===== src/rtl/sgpio_cmd_engine.sv =====
module sgpio_cmd_engine #(
  parameter int unsigned CLK_HZ     = 250_000_000,
  parameter int unsigned TIMEOUT_MS = 2000
) (
  input  logic        clk,
  input  logic        rst_n,
  input  logic        wr_en,
  input  logic [2:0]  wr_cmd,
  output logic [31:0] rd_data,
  output logic        sh_start,
  output logic [1:0]  sh_op,
  input  logic        sh_done,
  input  logic        sh_err
);
  localparam int unsigned LIMIT = (CLK_HZ / 1000) * TIMEOUT_MS;
  localparam int unsigned CW    = $clog2(LIMIT + 1);

  localparam logic [1:0] CS_OK   = 2'd0;
  localparam logic [1:0] CS_BUSY = 2'd1;
  localparam logic [1:0] CS_ERR  = 2'd2;
  localparam logic [1:0] CT_RST  = 2'd0;
  localparam logic [1:0] CT_RUN  = 2'd1;
  localparam logic [1:0] CT_ERR  = 2'd2;

  logic [1:0]    cstat;
  logic [1:0]    ctl;
  logic          seq;
  logic [CW-1:0] age;

  wire busy   = (cstat == CS_BUSY);
  wire accept = wr_en && !busy;
  wire legal  = !wr_cmd[2];
  wire expire = busy && !sh_done && (age == CW'(LIMIT - 1));

  assign rd_data = {27'd0, cstat, seq, ctl};

  always_ff @(posedge clk) begin
    if (!rst_n) begin
      cstat    <= CS_OK;
      ctl      <= CT_RST;
      seq      <= 1'b0;
      age      <= '0;
      sh_start <= 1'b0;
      sh_op    <= 2'd0;
    end else begin
      sh_start <= accept && legal;
      if (accept) begin
        age <= '0;
        if (legal) begin
          cstat <= CS_BUSY;
          sh_op <= wr_cmd[1:0];
          if (wr_cmd[1:0] == 2'd0) ctl <= CT_RST;
        end else begin
          cstat <= CS_ERR;
          seq   <= ~seq;
        end
      end else if (busy) begin
        if (sh_done) begin
          seq <= ~seq;
          if (sh_err) begin
            cstat <= CS_ERR;
            ctl   <= CT_ERR;
          end else begin
            cstat <= CS_OK;
            if (sh_op == 2'd0) ctl <= CT_RUN;
          end
        end else if (expire) begin
          seq   <= ~seq;
          cstat <= CS_ERR;
          ctl   <= CT_ERR;
        end else begin
          age <= age + 1'b1;
        end
      end
    end
  end
endmodule



===== config.mk =====
export PLATFORM = sky130hd
export DESIGN_NAME = sgpio_cmd_engine
export DESIGN_NICKNAME = d
export VERILOG_FILES = /design/src/rtl/sgpio_cmd_engine.sv
export SDC_FILE = /design/constraint.sdc
export NUM_CORES = 1
export LEC_CHECK = 0
export BUFFER_PORTS_ARGS = -buffer_cell sky130_fd_sc_hd__buf_2
export CAP_MARGIN = 5
export CORE_AREA = 4 4 88 90
export DETAILED_ROUTE_END_ITERATION = 10
export DIE_AREA = 0 0 92 94
export PLACE_DENSITY_LB_ADDON = 0.2
export SYNTH_ARGS = -nofsm -noshare
export SYNTH_HDL_FRONTEND = slang
export SYNTH_SLANG_ARGS = --single-unit

===== constraint.sdc =====
create_clock -name clk -period 4.3 [get_ports clk]
set_input_delay 0.43 -clock clk [delete_from_list [all_inputs] [get_ports clk]]
set_output_delay 0.43 -clock clk [all_outputs]
set_load 0.005 [all_outputs]

# Yosys cells after proc, flatten, opt, wreduce, memory -nomap -nowiden
# Cells that the tools add are included.
[totals]
ff_bits = 37
inputBits = 8
memories = 0
elab_cells = 53
latchBits = 0
out_inout_bits = 35
mem_bits_rw = 0
mem_bits_ro = 0
[classes]
bitwise_logic = 5
n_shift = 0
eq_ne = 6
n_mul = 0
div_mod_pow = 0
order_cmp = 0
add_sub_neg = 1
muxes = 18
reduce_logical = 17
[op_table]
columns = ["op", "n"]
rows = [
  ["$add A29 B1 Y29 const B", 1],
  ["$eq A29 B29 Y1 const B", 1],
  ["$mux W2", 13],
  ["$reduce_and A3 Y1", 2],
  ["$mux W1", 5],
  ["$not A1 Y1", 5],
  ["$reduce_and A5 Y1", 1],
  ["$logic_and A1 B1 Y1", 4],
  ["$logic_not A2 Y1", 2],
  ["$ne A2 B2 Y1 const B", 2],
  ["$ne A4 B1 Y1 const B", 1],
  ["$reduce_and A2 Y1", 2],
  ["$logic_not A1 Y1", 3],
  ["$reduce_bool A3 Y1", 1],
  ["$eq A2 B1 Y1 const B", 1],
  ["$ne A2 B1 Y1 const B", 1],
  ["$reduce_bool A2 Y1", 1],
  ["$reduce_or A2 Y1", 1],
]

# Longest topological paths before layout
# Gate-level depths: netlist of run 1.
[depth]
depth_word = 7
depth_mapped = 8

# Worst setup path before layout of run 1
# OpenSTA, ideal clock, no wires.
[synth_timing]
kind = "input -> register"
startpoint = "input sh_done"
endpoint = "register age[28]"
path_buffers = 0
slack_ps = 2513
arrival_time_ps = 1673
cell_stages = 5
cell_sequence = "or3b_1 > nor2_4 > nand4_1 > o31a_1 > o21a_1"
[synth_via]
elab_chain_len = 5
elab_cells_between_ends = 6
[synth_lines]
columns = ["element", "line_no", "source"]
rows = [
  ["start: declaration", "12", "input logic sh_done,"],
  ["$logic_not A1 Y1", "33", "wire expire = busy && !sh_done && (age == CW'(LIMIT - 1));"],
  ["$logic_and A1 B1 Y1 (2 in series)", "33", ""],
  ["$not A1 Y1 (no line)", "--", ""],
  ["$reduce_and A3 Y1 (no line) *", "--", ""],
  ["end signal: assignment", "72", "age <= age + 1'b1;"],
  ["end: declaration", "28", "logic [CW-1:0] age;"],
]
# Mark *: on every way between the ends. The rest lies on a longest branch, timed or not.
# A chain may end at the register's enable or synchronous reset.

# Worst setup path in the final report of run 1
[layout_timing]
startpoint = "register age[0]"
endpoint = "register age[13]"
[layout_via]
elab_chain_len = 4
elab_cells_between_ends = 5
[layout_lines]
columns = ["element"]
rows = [
  ["parallel branches: the longest is 4 deep, another holds $add A29 B1 Y29"],
]
# Several ways; the timed one is not identified.

==> out/metrics.cfg, run 1 <==
[clock_network]
cts_sinks = 37
cts_hold_buf = 0
numCtsBuffers = 5
cts_tree = yes
htree_levels = 2
cts-root-buf = clkbuf_8
cts_setup_buffers = 0
cts_resized = 0
clk_latency_ps = 290
cts_buffer_depth = 2
path_clk_slew_ps = 70

[timing]
rsz0062_at_grt = no
clock_skew_ps = 6.12
maxSlewHeadroom_pct = 40.8
setup_ws_ps = 2040
hold_violations = 0
tightest_slew_ps = 885
drv_slew = 0
period_needed_ps = 2260
timing.hold.ws_ps = 386
period_share_pct = 52.6
setup_violations = 0
tns_ps = 0
fmaxAchievable_ghz = 0.442

[power_and_ir_drop]
power_w = 0.000671
ir_drop_v = 0.000113
p_per_area_mw_per_mm2 = 302
p_leak_nw = 0.832

[drt]
antenna_left = 0
wirelength_mm = 4.63
vias_per_cell = 4.75
avgRoutedWirePerCell_um = 12.7
drtPass1Iterations = 4
dr_total_vias = 1735
drc = 0
first_iter_violations = 60

[worst_setup_path]
cp-start-kind = flop
r2r_end = age[13]$_SDFFE_PP0P_
r2r_slack_ps = 2040
timing.rr.start = age[0]$_SDFFE_PP0P_
arrival_ps = 2400
crit_path_max_fanout = 18
r2r_cells = 7
critPathLaunch = age[0]$_SDFFE_PP0P_
timing_worst_setup_path_type = flop to flop
required_ps = 4440
critPathCaptureType = flop

[die]
fp.dieH_um = 94
die_x_um = 92
start_util_pct = 29.1
rows = 31
core_mm2 = 0.00706
io_pins = 43
dieArea_mm2 = 0.00865

[final_layout]
layout_common_cells = dfxtp_1, conb_1, nand2_1
final_nets = 274
n_antenna_cell = 0
final_common_cell = dfxtp_1
multiInputGateArea_mm2 = 0.00115
layout-drive-gt1-share_pct = 13.5
layout.cells.non_filler = 365
fill_cells = 797
regArea_um2 = 741
area_delta_synth_final_pct = 8.16

[yosys]
synth_cells = 250
ys_ff_latch = 37
seq_area_frac_synth_pct = 36.0
syn-cell-area_mm2 = 0.00206
ys_async_sr_fraction_pct = 0
ys_types = 47
postSynthAreaPerCell_um2 = 8.22
ys.flop_type = dfxtp_1
synth_edf_count = 0
synth_warnings = 0

[placement]
dp_slack_ps = 1510
io_buffers = 15
dpl.hpwl_mm = 3.32
placed_cells = 356
routabilityCongestion = 0.779

[min_path]
min_to = sh_op[0]$_SDFFE_PN0P_
hold_depth = 3
hold_path_class = input port to flop
min_from = wr_cmd[0]

[global_routing]
grt_use_total_pct = 11.1
grt_pass1_wl_mm = 7.71
antenna_found_initial = 0
grt_start_max_net_pins = 27
grt_overflow_total = 0
grt_pass1_vias = 1579

[run_status]
status = complete, no violations

[job]
drv_cap = 0

==> flip-flops by register name (all words and copies together) (netlist names) <==
register	cells
sh_op	2
cstat	2
age	29
ctl	2
sh_start	1
seq	1
==> through the flow <==
| step | area (um2) | util, % |
|---|---|---|
| after CTS | 2210 | 31.3 |
| after global placement | 2110 | 29.9 |
| final | 2220 | 31.5 |
| after global routing | 2220 | 31.5 |
| after detailed placement | 2110 | 29.9 |
| after floorplan | 2150 | - |
==> how the worst max path moves through the flow <==
stage | endpoint | slack, ps | depth (start not counted)
after global routing | age[4]$_SDFFE_PP0P_ | 1840 | 7
after floorplan | age[28]$_SDFFE_PP0P_ | 2510 | 5
final | age[13]$_SDFFE_PP0P_ | 2040 | 7
after CTS | age[11]$_SDFFE_PP0P_ | 1480 | 6
after detailed placement | ctl[1]$_SDFFE_PN0P_ | 1510 | 6
after global placement | ctl[1]$_SDFFE_PN0P_ | 1610 | 6
==> kinds of logic (layout without fill, tap and decap cells) <==
logic type	Yosys count	in the layout	share of synthesized area, %
simple gates	117	117	31.8
compound gates	44	44	13.5
buf+inv	38	28	12.7
flops	37	37	36.0
xor+xnor	11	11	4.69
fa+ha+maj	1	1	0.609
other cells	1	27	0.182
mux	1	1	0.487
==> power breakdown <==
part	switching, W	total, W	internal, W
registers	0.00000333	0.000350	0.000347
logic	0.0000313	0.0000469	0.0000156
clock network	0.000129	0.000274	0.000145
total	0.000164	0.000671	0.000508
==> worst max-delay path, cell delays in order (launching register included) <==
cell and delay (ps):
dfxtp_1 410, ha_1 440, nand3_1 160, or2_4 270
o31ai_2 420, buf_6 220, or4_1 130, a21oi_1 50
==> synth_stat cells, types with 2 or more instances <==
cell type / n / area [um2]
a41o_1: 2 / 20.0
o21ai_0: 10 / 50.1
dfxtp_1: 37 / 741
nand2b_1: 4 / 25.0
xnor2_1: 5 / 43.8
and3_1: 6 / 37.5
nor4_1: 2 / 12.5
or4_1: 5 / 37.5
nand3_1: 11 / 55.1
xor2_1: 6 / 52.6
buf_4: 29 / 218
nor2b_1: 2 / 12.5
nand4_1: 18 / 113
clkbuf_1: 4 / 15.0
nor4b_1: 2 / 17.5
nor3_1: 3 / 15.0
inv_1: 3 / 11.3
nor2_1: 19 / 71.3
o211ai_1: 4 / 30.0
a21oi_1: 20 / 100
or3_1: 8 / 50.1
nand2_1: 25 / 93.8
==> layer usage <==
| metal | up-vias | part of all wire [%] | global-route usage [%] |
|---|---|---|---|
| met4 | 0 | 1.1 | 2.97 |
| met2 | 34 | 45 | 17.9 |
| met5 | - | 0 | 0 |
| met3 | 7 | 4.3 | 3.21 |
| li1 | 878 | - | - |
| met1 | 816 | 50 | 14.5 |
==> area by class of cell <==
cell class,instances,share of cell area [%]
clock buffers,7,4.33
clock inverters,1,0.225
inverters,3,0.506
multi-input cells,201,51.8
flip-flops and latches,37,33.3
well taps,99,5.57
repair buffers,17,4.22
No activity file was read; power rests on OpenSTA's default activity.
==> run 2: changes to the inputs <==
clock period = 2.1 ns   (was 4.3 ns; I/O delays follow)
==> out/metrics.cfg, run 2 (same netlist as run 1, synthesis figures left out) <==
[power_and_ir_drop]
switchingPower_w = 0.000329
pwr-share-seq_pct = 52.2
p_comb_share_pct = 7.7
p_leak_nw = 0.890
p_int_w = 0.00105
p_clk_share_pct = 40.2
switching_share_pct = 23.9
p_per_area_mw_per_mm2 = 594
ir_drop_v = 0.000242
power_w = 0.00138

[drt]
antenna_left = 0
vias_per_cell = 4.67
first_iter_violations = 79
wirelength_mm = 4.72
dr_total_vias = 1756
drtPass1Iterations = 4
drc = 0
avgRoutedWirePerCell_um = 12.5

[final_layout]
finish.utilization_pct = 32.8
layout-drive-gt1-share_pct = 17.3
largest-register = age
largest_reg_flops = 29
fill_cells = 778
final_common_cell = dfxtp_1
layout_common_cells = dfxtp_1, conb_1, nand2_1
final_nets = 285
area_delta_synth_final_pct = 12.7
n_antenna_cell = 0
layout.cells.non_filler = 376

[worst_setup_path]
arrival_ps = 2180
timing_worst_setup_path_type = flop to flop
crit_path_max_fanout = 7
crit_path_max_incr_delay_ps = 480
r2r_slack_ps = 170
r2r_end = age[24]$_SDFFE_PP0P_
slowest_stage = dfxtp_1
critPathCaptureType = flop
cp-start-kind = flop
crit_chain = and3_1, and4_1, nand4_1, or4_1, nand2_1
timing.rr.start = age[8]$_SDFFE_PP0P_
required_ps = 2340
r2r_cells = 5

[global_routing]
grt_pass1_wl_mm = 7.95
grt_use_total_pct = 11.5
grt_start_max_net_pins = 17
grt_pass1_vias = 1660
grt_overflow_total = 0
antenna_found_initial = 0

[timing]
setup_violations = 0
period_needed_ps = 1930
rsz0062_at_grt = no
clock_skew_ps = 7.13
setup_ws_ps = 166
tns_ps = 0
hold_violations = 0
fmaxAchievable_ghz = 0.517
drv_slew = 0
period_share_pct = 92.1

[job]
drv_cap = 0

[die]
io_pins = 43
fp.dieH_um = 94
die_x_um = 92
start_util_pct = 29.1
dieArea_mm2 = 0.00865
core_mm2 = 0.00706
rows = 31

[placement]
placed_cells = 368
dpl.hpwl_mm = 3.55
io_buffers = 15
dp_slack_ps = 163
routabilityCongestion = 0.738

[clock_network]
clk_latency_ps = 290
cts_tree = yes
numCtsBuffers = 5
htree_levels = 2
cts-root-buf = clkbuf_8
cts_sinks = 37
cts_setup_buffers = 0
path_clk_slew_ps = 80
cts_buffer_depth = 2

[min_path]
min_to = sh_op[0]$_SDFFE_PN0P_
hold_path_class = input port to flop
hold_depth = 3
min_from = wr_cmd[0]

[run_status]
status = complete, no violations

==> run 2: cell count changes in the layout (fill, tap and decap cells not counted), sizes merged <==
cell / before / now
buf: 17 / 28
==> run 2: per-layer routing <==
metal | wire (um) | vias to the layer above | share of wire [%] | GRT usage, %
met4 | 55 | 0 | 1.2 | 2.97
met3 | 173 | 6 | 3.7 | 2.80
li1 | - | 902 | - | -
met5 | 0 | - | 0 | 0
met1 | 2240 | 813 | 47 | 14.3
met2 | 2250 | 35 | 48 | 19.7
==> run 2: metrics by stage <==
step	area (um2)	hold WS, ps
3_5_place_dp	2200	466
2_1_floorplan	2150	346
6_report	2320	163
4_1_cts	2300	163
5_1_grt	2320	180
3_3_place_gp	2200	466
==> run 2: what timing repair did <==
action | 4_1_cts | 5_1_grt
hold buffers | 0 | 0
setup endpoints to repair | 0 | 5
gates resized for setup | 0 | 2
==> run 2: layout make-up <==
class                           count  area [um2]  share of cell area [%]
Sequential cell                    37         741                    32.0
Timing Repair Buffer               28         173                    7.45
Clock buffer                        7        96.3                    4.16
Tap cell                           99         124                    5.35
Inverter                            3        11.3                   0.486
Multi-Input combinational cell    201        1170                    50.4
Clock inverter                      1        5.00                   0.216
==> run 2: power groups by stage <==
stage / combinational (W) / clock (W) / sequential, W
4_1_cts: 0.000106 / 0.000574 / 0.000717
5_1_grt: 0.000121 / 0.000604 / 0.000719
3_3_place_gp: 0.000107 / 0 / 0.000734
6_report: 0.000106 / 0.000552 / 0.000717
3_5_place_dp: 0.000105 / 0 / 0.000734
2_1_floorplan: 0.000101 / 0 / 0.000733
==> run 2: critical path, delay by kind of cell (launching register included) <==
family	cells	cell delay (ps)
AND/OR/NAND/NOR	5	1410
flip-flops	1	480
==> run 2: how the worst max path moves through the flow <==
| stage | slack (ps) | start | to |
|---|---|---|---|
| finish | 170 | age[8]$_SDFFE_PP0P_ | age[24]$_SDFFE_PP0P_ |
| global route | 40 | age[8]$_SDFFE_PP0P_ | age[28]$_SDFFE_PP0P_ |
| CTS | 140 | cstat[0]$_SDFFE_PN0P_ | age[24]$_SDFFE_PP0P_ |
| detailed placement | 160 | cstat[0]$_SDFFE_PN0P_ | age[24]$_SDFFE_PP0P_ |
| global placement | 160 | cstat[0]$_SDFFE_PN0P_ | age[28]$_SDFFE_PP0P_ |
| floorplan | 330 | age[0]$_SDFFE_PP0P_ | seq$_SDFFE_PN0P_ |
==> run 3: changes to the inputs <==
CORE_AREA = 4 4 70 72   (was 4 4 88 90)
DIE_AREA = 0 0 74 76   (was 0 0 92 94)
==> out/metrics.cfg, run 3 (same netlist as run 1, synthesis figures left out) <==
[final_layout]
layout.cells.non_filler = 321
largest-register = age
layout-drive-gt1-share_pct = 14.5
final_nets = 279
layout_common_cells = dfxtp_1, conb_1, nand2_1
final_common_cell = dfxtp_1
area_delta_synth_final_pct = 6.21
largest_reg_flops = 29
n_antenna_cell = 0
finish.utilization_pct = 50.8

[die]
io_pins = 43
start_util_pct = 47.9
rows = 24
die_x_um = 74
dieArea_mm2 = 0.00562
fp.dieH_um = 76
core_mm2 = 0.00429

[clock_network]
numCtsBuffers = 5
cts-root-buf = clkbuf_8
clk_latency_ps = 280
cts_sinks = 37
cts_tree = yes
cts_buffer_depth = 2
path_clk_slew_ps = 70
cts_hold_buf = 0
cts_setup_buffers = 0
htree_levels = 2
cts_resized = 0

[power_and_ir_drop]
pwr-share-seq_pct = 56.5
p_leak_nw = 0.847
power_w = 0.00127
p_int_w = 0.000965
switchingPower_w = 0.000305
p_per_area_mw_per_mm2 = 582
ir_drop_v = 0.000452
p_comb_share_pct = 8.0
p_clk_share_pct = 35.5
switching_share_pct = 24.0

[drt]
avgRoutedWirePerCell_um = 13.6
drtPass1Iterations = 4
first_iter_violations = 101
vias_per_cell = 5.49
dr_total_vias = 1761
antenna_left = 0
drc = 0
wirelength_mm = 4.37

[placement]
dpl.hpwl_mm = 3.17
placed_cells = 315
io_buffers = 15
routabilityCongestion = 0.856

[global_routing]
antenna_found_initial = 0
grt_use_total_pct = 16.3
grt_start_max_net_pins = 23
grt_pass1_wl_mm = 7.43
grt_pass1_vias = 1644
grt_overflow_total = 0

[worst_setup_path]
r2r_slack_ps = 200
required_ps = 2280
arrival_ps = 2080
cp-start-kind = flop
timing_worst_setup_path_type = flop to flop
critPathCaptureType = flop
crit_path_max_fanout = 7

[timing]
tightest_slew_ps = 591
tns_ps = 0
drv_slew = 0
setup_violations = 0
period_share_pct = 90.3
fmaxAchievable_ghz = 0.527
maxSlewHeadroom_pct = 60.3
period_needed_ps = 1900
hold_violations = 0
clock_skew_ps = 8.66
rsz0062_at_grt = no
timing.hold.ws_ps = 180

[job]
drv_cap = 0

[min_path]
hold_path_class = input port to flop

[run_status]
status = complete, no violations

run 3: worst paths after layout:
kind	startpoint	endpoint	cells past startpoint
max	age[2]$_SDFFE_PP0P_	age[28]$_SDFFE_PP0P_	5
min	wr_cmd[0]	sh_op[0]$_SDFFE_PN0P_	3
max reg2reg	age[2]$_SDFFE_PP0P_	age[28]$_SDFFE_PP0P_	5
min reg2reg	ctl[0]$_SDFFE_PN0P_	ctl[0]$_SDFFE_PN0P_	2
run 3: cell type report:
| class | instances | area [um2] |
|---|---|---|
| fill | 426 | 2110 |
| timing repair buffer | 22 | 140 |
| tap | 52 | 65.1 |
| multi-input combinational | 201 | 1150 |
| clock buffer | 5 | 68.8 |
| sequential | 37 | 741 |
| inverter | 3 | 11.3 |
| clock inverter | 1 | 5.00 |
run 3: worst max-delay path, cell delays in order, from the launching register on:
cell	delay (ps)
dfxtp_1	430
and4_2	280
and4_1	350
nand4_1	260
o31a_1	300
o21a_1	180
run 3: layer usage:
layer	global-route usage, %	part of all wire [%]	vias up
met5	0	0	-
met4	5.25	0.82	0
met3	4.62	4.4	4
met2	25.4	47	42
met1	21.4	48	824
li1	-	-	891
run 3: per-stage QoR:
step | setup WS [ps] | cell area (um2)
final | 203 | 2180
after global routing | 72.1 | 2180
after CTS | 214 | 2180
after detailed placement | 229 | 2110
after global placement | 215 | 2110
after floorplan | 332 | 2150
run 3: power by group through the flow:
stage	combinational (W)	clock, W	sequential, W
floorplan	0.000101	0	0.000733
global placement	0.0000995	0	0.000734
detailed placement	0.000100	0	0.000733
CTS	0.000101	0.000466	0.000717
global route	0.000115	0.000496	0.000718
finish	0.000102	0.000451	0.000717
